`src/rtl/dither_pkg.sv`:
```
package dither_pkg;

  // Two-level decision: strictly above the threshold means white.
  function automatic logic is_above(input logic [31:0] pix, input logic [31:0] thr);
    return pix > thr;
  endfunction

  // Position that follows pos in a pattern of len entries.
  function automatic int unsigned next_pos(input int unsigned pos, input int unsigned len);
    return (pos + 1 >= len) ? 0 : pos + 1;
  endfunction

endpackage

```
`src/rtl/dither_index.sv`:
```
module dither_index #(
  parameter int unsigned PERIOD = 4,
  localparam int unsigned IDX_W = (PERIOD > 1) ? $clog2(PERIOD) : 1
) (
  input  logic             clk,
  input  logic             rst_n,
  input  logic             restart,
  input  logic             advance,
  output logic [IDX_W-1:0] use_idx,
  output logic [IDX_W-1:0] idx_q
);
  import dither_pkg::*;

  logic [IDX_W-1:0] idx_d;

  // Restart takes effect on the sample taken in the same cycle.
  assign use_idx = restart ? '0 : idx_q;

  always_comb begin
    idx_d = use_idx;
    if (advance) idx_d = IDX_W'(next_pos(32'(use_idx), PERIOD));
  end

  always_ff @(posedge clk or negedge rst_n) begin
    if (!rst_n) idx_q <= '0;
    else        idx_q <= idx_d;
  end
endmodule

```
`src/rtl/dither_thresh_cmp.sv`:
```
module dither_thresh_cmp #(
  parameter int unsigned PIX_W  = 8,
  parameter int unsigned PERIOD = 4,
  parameter logic [PERIOD*PIX_W-1:0] TABLE = '0,
  localparam int unsigned IDX_W = (PERIOD > 1) ? $clog2(PERIOD) : 1
) (
  input  logic [IDX_W-1:0] idx,
  input  logic [PIX_W-1:0] pix,
  output logic [PIX_W-1:0] thr,
  output logic             white,
  output logic [PIX_W-1:0] bin_pix
);
  import dither_pkg::*;

  logic [PIX_W-1:0] thr_arr [PERIOD];

  // Entry k sits at bits [k*PIX_W +: PIX_W] of TABLE.
  for (genvar k = 0; k < PERIOD; k++) begin : g_unpack
    assign thr_arr[k] = TABLE[k*PIX_W +: PIX_W];
  end

  assign thr     = thr_arr[idx];
  assign white   = is_above(32'(pix), 32'(thr));
  assign bin_pix = white ? '1 : '0;
endmodule

```
`src/rtl/dither_out_stage.sv`:
```
module dither_out_stage #(
  parameter int unsigned PIX_W = 8
) (
  input  logic             clk,
  input  logic             rst_n,
  input  logic             load,
  input  logic [PIX_W-1:0] load_pix,
  input  logic             out_ready,
  output logic             out_valid,
  output logic [PIX_W-1:0] out_pix,
  output logic             can_take
);
  // Register may refill in the cycle it is drained.
  assign can_take = !out_valid || out_ready;

  always_ff @(posedge clk or negedge rst_n) begin
    if (!rst_n) begin
      out_valid <= 1'b0;
      out_pix   <= '0;
    end else if (load) begin
      out_valid <= 1'b1;
      out_pix   <= load_pix;
    end else if (out_ready) begin
      out_valid <= 1'b0;
    end
  end
endmodule

```
`src/rtl/halftone_dither.sv`:
```
module halftone_dither #(
  parameter int unsigned PIX_W  = 8,
  parameter int unsigned PERIOD = 4,
  parameter logic [PERIOD*PIX_W-1:0] TABLE = {8'd96, 8'd224, 8'd160, 8'd32},
  localparam int unsigned IDX_W = (PERIOD > 1) ? $clog2(PERIOD) : 1
) (
  input  logic             clk,
  input  logic             rst_n,
  input  logic             restart,
  input  logic             in_valid,
  input  logic [PIX_W-1:0] in_pix,
  output logic             in_ready,
  output logic             out_valid,
  output logic [PIX_W-1:0] out_pix,
  input  logic             out_ready
);
  // Named internal events used by the checker.
  logic             accept;
  logic [IDX_W-1:0] use_idx;
  logic [IDX_W-1:0] idx_q;
  logic [PIX_W-1:0] cur_thr;
  logic             cur_white;
  logic [PIX_W-1:0] cur_bin;

  assign accept = in_valid && in_ready;

  dither_index #(.PERIOD(PERIOD)) u_index (
    .clk(clk), .rst_n(rst_n), .restart(restart), .advance(accept),
    .use_idx(use_idx), .idx_q(idx_q)
  );

  dither_thresh_cmp #(.PIX_W(PIX_W), .PERIOD(PERIOD), .TABLE(TABLE)) u_cmp (
    .idx(use_idx), .pix(in_pix), .thr(cur_thr), .white(cur_white), .bin_pix(cur_bin)
  );

  dither_out_stage #(.PIX_W(PIX_W)) u_out (
    .clk(clk), .rst_n(rst_n), .load(accept), .load_pix(cur_bin),
    .out_ready(out_ready), .out_valid(out_valid), .out_pix(out_pix), .can_take(in_ready)
  );
endmodule

```
`config.mk`:
```
export PLATFORM = sky130hd
export DESIGN_NAME = halftone_dither
export DESIGN_NICKNAME = d
export VERILOG_FILES = /design/src/rtl/dither_pkg.sv /design/src/rtl/dither_index.sv /design/src/rtl/dither_thresh_cmp.sv /design/src/rtl/dither_out_stage.sv /design/src/rtl/halftone_dither.sv
export SDC_FILE = /design/constraint.sdc
export NUM_CORES = 1
export LEC_CHECK = 0
export BUFFER_PORTS_ARGS = -buffer_cell sky130_fd_sc_hd__buf_2
export CAP_MARGIN = 30
export CORE_AREA = 4 4 41 43
export CTS_BUF_LIST = sky130_fd_sc_hd__clkbuf_16
export CTS_CLUSTER_DIAMETER = 50
export DETAILED_ROUTE_END_ITERATION = 7
export DIE_AREA = 0 0 45 47
export PLACE_DENSITY = 0.79
export SYNTH_ARGS = -nofsm -noshare
export SYNTH_HDL_FRONTEND = slang
export SYNTH_HIERARCHICAL = 1
export SYNTH_SLANG_ARGS = --single-unit
```
`constraint.sdc`:
```
create_clock -name clk -period 5.91 [get_ports clk]
set_clock_uncertainty 0.1 [all_clocks]
set_input_delay 1.4775 -clock clk [delete_from_list [all_inputs] [get_ports clk]]
set_output_delay 1.4775 -clock clk [all_outputs]
set_load 0.05 [all_outputs]
```
# Word-level counts from Yosys, hierarchy flattened

Index checks and enable logic that the tools add are counted.

Register bits: 11
Output and inout port bits: 10
Input bits: 13
Word-level logic and storage cells: 21

Add/sub/neg operators: 1
Reduce and logical (&&, ||, !) cells: 4
$lt $le $gt $ge: 3
Muxes and demuxes: 9
Bitwise logic cells: 1

Operators with widths:

| operator              | count |
|---|---|
| $mux W8               | 3 |
| $bmux W8 S2           | 1 |
| $gt A8 B8 Y1          | 1 |
| $ge A3 B3 Y1 const B  | 2 |
| $mux W2               | 3 |
| $add A2 B1 Y3 const B | 1 |
| $not A2 Y3            | 1 |
| $mux W1               | 2 |
| $reduce_bool A2 Y1    | 1 |
| $logic_and A1 B1 Y1   | 1 |
| $logic_not A1 Y1      | 1 |
| $logic_or A1 B1 Y1    | 1 |

# Logic depth before layout (Yosys ltp)

Depth after elaboration: 7
Depth in mapped cells: 8
Gate-level depth less buffers: 7

# Modules after synthesis

The synthesis kept the hierarchy.

Modules (own cells, without submodules):

| module            | cells each | sequential area each (um2) | area an instance (um2) | times used |
|---|---|---|---|---|
| dither_out_stage  | 20         | 225.2                      | 369.1                  | 1 |
| dither_thresh_cmp | 27         | 0.0                        | 201.4                  | 1 |
| dither_index      | 8          | 50.0                       | 92.6                   | 1 |
| halftone_dither   | 1          | 0.0                        | 6.3                    | 1 |

# Least setup slack after synthesis

No wires, ideal clock.

Path type: input to output
From: input out_ready
To: output in_ready
Data required time: 4.333 ns
Stages: 1
Path buffers: 0
Data arrival time: 1.909 ns
Slack: 2.424 ns
Cell sequence: nand2b_1

Word-level cells in the longest chain between the ends: 1

RTL lines:

| item               | line                   | source |
|---|---|---|
| start, declared    | halftone_dither.sv:15  | `input logic out_ready` |
| $logic_or A1 B1 Y1 | dither_out_stage.sv:14 | `assign can_take = !out_valid \|\| out_ready;` |
| end, declared      | halftone_dither.sv:12  | `output logic in_ready,` |

Every way passes these cells.

# Worst setup path in the final report

Ends and elaborated chain as after synthesis.

==> report_table.html <==
<table>
<tr><th>Metric</th><th>Value</th></tr>
<tr><th colspan="2">Status</th></tr>
<tr><td>Result of the run</td><td>finished clean</td></tr>
<tr><th colspan="2">Route</th></tr>
<tr><td>Average routed wire per standard cell</td><td>12.7 µm</td></tr>
<tr><td>Post-route DRC</td><td>0</td></tr>
<tr><td>Antenna Nets Post-Route</td><td>0</td></tr>
<tr><td>Number of detailed-routing iterations run before antenna repair</td><td>2</td></tr>
<tr><td>DRC marker count from the first detailed-route iteration</td><td>1</td></tr>
<tr><td>Via count</td><td>368</td></tr>
<tr><td>Vias per Instance</td><td>4.72</td></tr>
<tr><td>Total wire length after detailed routing</td><td>992 µm</td></tr>
<tr><th colspan="2">Hold path</th></tr>
<tr><td>Hold crit path type</td><td>reg2reg</td></tr>
<tr><th colspan="2">Global routing</th></tr>
<tr><td>Total global routing overflow</td><td>0</td></tr>
<tr><td>Gr usage total</td><td>11.4%</td></tr>
<tr><td>First-pass GRT wire length</td><td>1660 µm</td></tr>
<tr><td>Number of global-route vias before repair</td><td>400</td></tr>
<tr><td>Maximum number of pins on one net before global-route repair</td><td>12</td></tr>
<tr><td>Antenna violations before repair</td><td>0</td></tr>
<tr><th colspan="2">Worst setup path</th></tr>
<tr><td>Sequence of cells on the critical path</td><td>buf_2 -&gt; nand2b_1 -&gt; buf_2</td></tr>
<tr><td>Largest stage delay on the critical path</td><td>0.22 ns</td></tr>
<tr><td>Most used cell along the critical path</td><td>buf_2</td></tr>
<tr><td>Crit path DAT</td><td>1.93 ns</td></tr>
<tr><td>Startpoint class of the critical path</td><td>input pin</td></tr>
<tr><td>Peak fanout along the critical path</td><td>3</td></tr>
<tr><td>Highest-delay cell along the critical path</td><td>buf_2</td></tr>
<tr><td>Category of the most critical setup path</td><td>in2out</td></tr>
<tr><td>Element type at the critical path end</td><td>primary output</td></tr>
<tr><td>Endpoint required time on the critical path</td><td>4.33 ns</td></tr>
<tr><th colspan="2">Timing</th></tr>
<tr><td>Headroom to the max-slew limit</td><td>58.4%</td></tr>
<tr><td>Fmax</td><td>285 MHz</td></tr>
<tr><td>Unrepaired setup endpoints after global routing</td><td>false</td></tr>
<tr><td>Final-layout setup total negative slack</td><td>0 ns</td></tr>
<tr><td>Number of pins exceeding their max-slew limit in the final report</td><td>0</td></tr>
<tr><td>Measured slew at the worst slew-check pin</td><td>0.624 ns</td></tr>
<tr><td>Hold Fails Final Rpt</td><td>0</td></tr>
<tr><td>Time the final worst path needs with I/O delays and setup</td><td>3.51 ns</td></tr>
<tr><td>Final setup violating endpoints</td><td>0</td></tr>
<tr><td>Crit path setup slack, layout</td><td>2.40 ns</td></tr>
<tr><td>Post-route fraction of the period consumed by the critical path</td><td>59.4%</td></tr>
<tr><th colspan="2">Job</th></tr>
<tr><td>Count of maximum capacitance violations</td><td>0</td></tr>
<tr><th colspan="2">Pwr</th></tr>
<tr><td>Total power draw</td><td>0.000361 W</td></tr>
<tr><td>Leak Pwr</td><td>0.376 nW</td></tr>
<tr><td>Max VDD drop</td><td>0.273 mV</td></tr>
<tr><td>Areal power density over the cells</td><td>487 nW/µm²</td></tr>
<tr><th colspan="2">Logic synthesis</th></tr>
<tr><td>Synth Cell Area</td><td>606 µm²</td></tr>
<tr><td>Yosys synthesis warning count</td><td>6</td></tr>
<tr><td>Cell count after synthesis</td><td>46</td></tr>
<tr><td>Nets in the synthesized netlist</td><td>61</td></tr>
<tr><td>Avg Synthesized Cell Area</td><td>13.2 µm²</td></tr>
<tr><th colspan="2">CTS</th></tr>
<tr><td>TritonCTS clock tree</td><td>built</td></tr>
<tr><td>Total CTS buffers</td><td>3</td></tr>
<tr><td>Sink count of the clock tree</td><td>11</td></tr>
<tr><td>Number of buffers on the longest clock path</td><td>2</td></tr>
<tr><td>Post-CTS setup buffer count</td><td>0</td></tr>
<tr><td>Number of gates resized after CTS</td><td>0</td></tr>
<tr><td>Root cell of the clock tree</td><td>clkbuf_16</td></tr>
<tr><td>Clock transition at path regs</td><td>0.04 ns</td></tr>
<tr><td>Number of H-tree branching levels</td><td>1</td></tr>
<tr><td>CTS hold repair buffers</td><td>0</td></tr>
<tr><td>Clk_lat worst skew</td><td>0.23 ns</td></tr>
<tr><th colspan="2">Die</th></tr>
<tr><td>Std cell rows</td><td>13</td></tr>
<tr><td>Top-level port count</td><td>23</td></tr>
<tr><td>Die outline height</td><td>47 µm</td></tr>
<tr><td>Area of the core</td><td>1300 µm²</td></tr>
<tr><td>DIE WIDTH</td><td>45 µm</td></tr>
<tr><td>Initial standard-cell utilization of the core</td><td>46.5%</td></tr>
<tr><td>Area enclosed by the die boundary</td><td>2120 µm²</td></tr>
<tr><th colspan="2">Finish</th></tr>
<tr><td>Finished Core Util</td><td>57.0%</td></tr>
<tr><td>Antenna diodes</td><td>0</td></tr>
<tr><td>Commonest non-fill, non-tap cells in the layout</td><td>buf_2 (22), dfrtp_1 (11), mux2_4 (8)</td></tr>
<tr><td>Footprint of the multi-input gates</td><td>255 µm²</td></tr>
<tr><td>Most common library cell in the layout ignoring fill and taps</td><td>buf_2</td></tr>
<tr><td>Area occupied by registers</td><td>275 µm²</td></tr>
<tr><td>Post-Layout Inst Area</td><td>742 µm²</td></tr>
<tr><td>Growth of design area from synthesis to finish</td><td>22.5%</td></tr>
<tr><td>Fill cell count</td><td>127</td></tr>
<tr><td>Total number of nets in the final design</td><td>79</td></tr>
<tr><td>Layout cells sized above 1</td><td>57.1%</td></tr>
<tr><th colspan="2">Place</th></tr>
<tr><td>DP Area</td><td>663 µm²</td></tr>
<tr><td>Worst-case setup slack after placement</td><td>2.40 ns</td></tr>
<tr><td>Final weighted congestion in routability-driven placement</td><td>0.575</td></tr>
<tr><td>Post-DP HPWL</td><td>747 µm</td></tr>
<tr><td>IO Port Bufs</td><td>22</td></tr>
</table>
where the power goes:
group          total [W]  internal (W)  switching, W
Combinational   0.000137     0.0000456     0.0000912
Sequential      0.000105     0.0000954    0.00000992
Clock           0.000119     0.0000885     0.0000304
state kept, by name, indices dropped and copies added (netlist names):
signal / count
u_index/idx_q: 2
u_out/out_pix: 8
u_out/out_valid: 1
layout make-up:
cell class | count | area share (%)
Multi-Input combinational cell | 25 | 34.4
Clock buffer | 3 | 10.1
Sequential cell | 11 | 37.1
Timing Repair Buffer | 22 | 14.8
Tap cell | 15 | 2.53
Clock inverter | 1 | 0.506
Inverter | 1 | 0.506
per-layer routing:
metal	global-route usage, %	up-vias	share of wire (%)	wire, µm
met5	0	-	0	0
met4	10.5	0	1.5	15
met3	1.15	2	8.8	87
met2	18.9	15	50	496
met1	12.9	171	40	393
li1	-	180	-	-
worst paths after layout:
check / cells past startpoint / end / from / slack, ns
max in group asynchronous: 1 / u_out/out_pix[4] / rst_n / 4.52
min: 1 / u_out/out_pix[5] / u_out/out_pix[5] / 0.40
min reg2reg: 1 / u_out/out_pix[5] / u_out/out_pix[5] / 0.40
max: 3 / in_ready / out_ready / 2.40
max reg2reg: 6 / u_out/out_pix[2] / u_index/idx_q[1] / 3.83
min in group asynchronous: 1 / u_out/out_pix[6] / rst_n / 1.00
per-stage QoR:
step | hold slack (ns) | instances
floorplan | 0.472 | 46
global placement | 0.388 | 74
detailed placement | 0.387 | 74
CTS | 0.405 | 78
global route | 0.426 | 78
finish | 0.400 | 78
worst max-delay path, delay by kind of cell:
kind                   cells  cell delay (ns)
buffers and inverters      2             0.31
AND/OR/NAND/NOR            1             0.15
(Power assumes the default switching activity.)
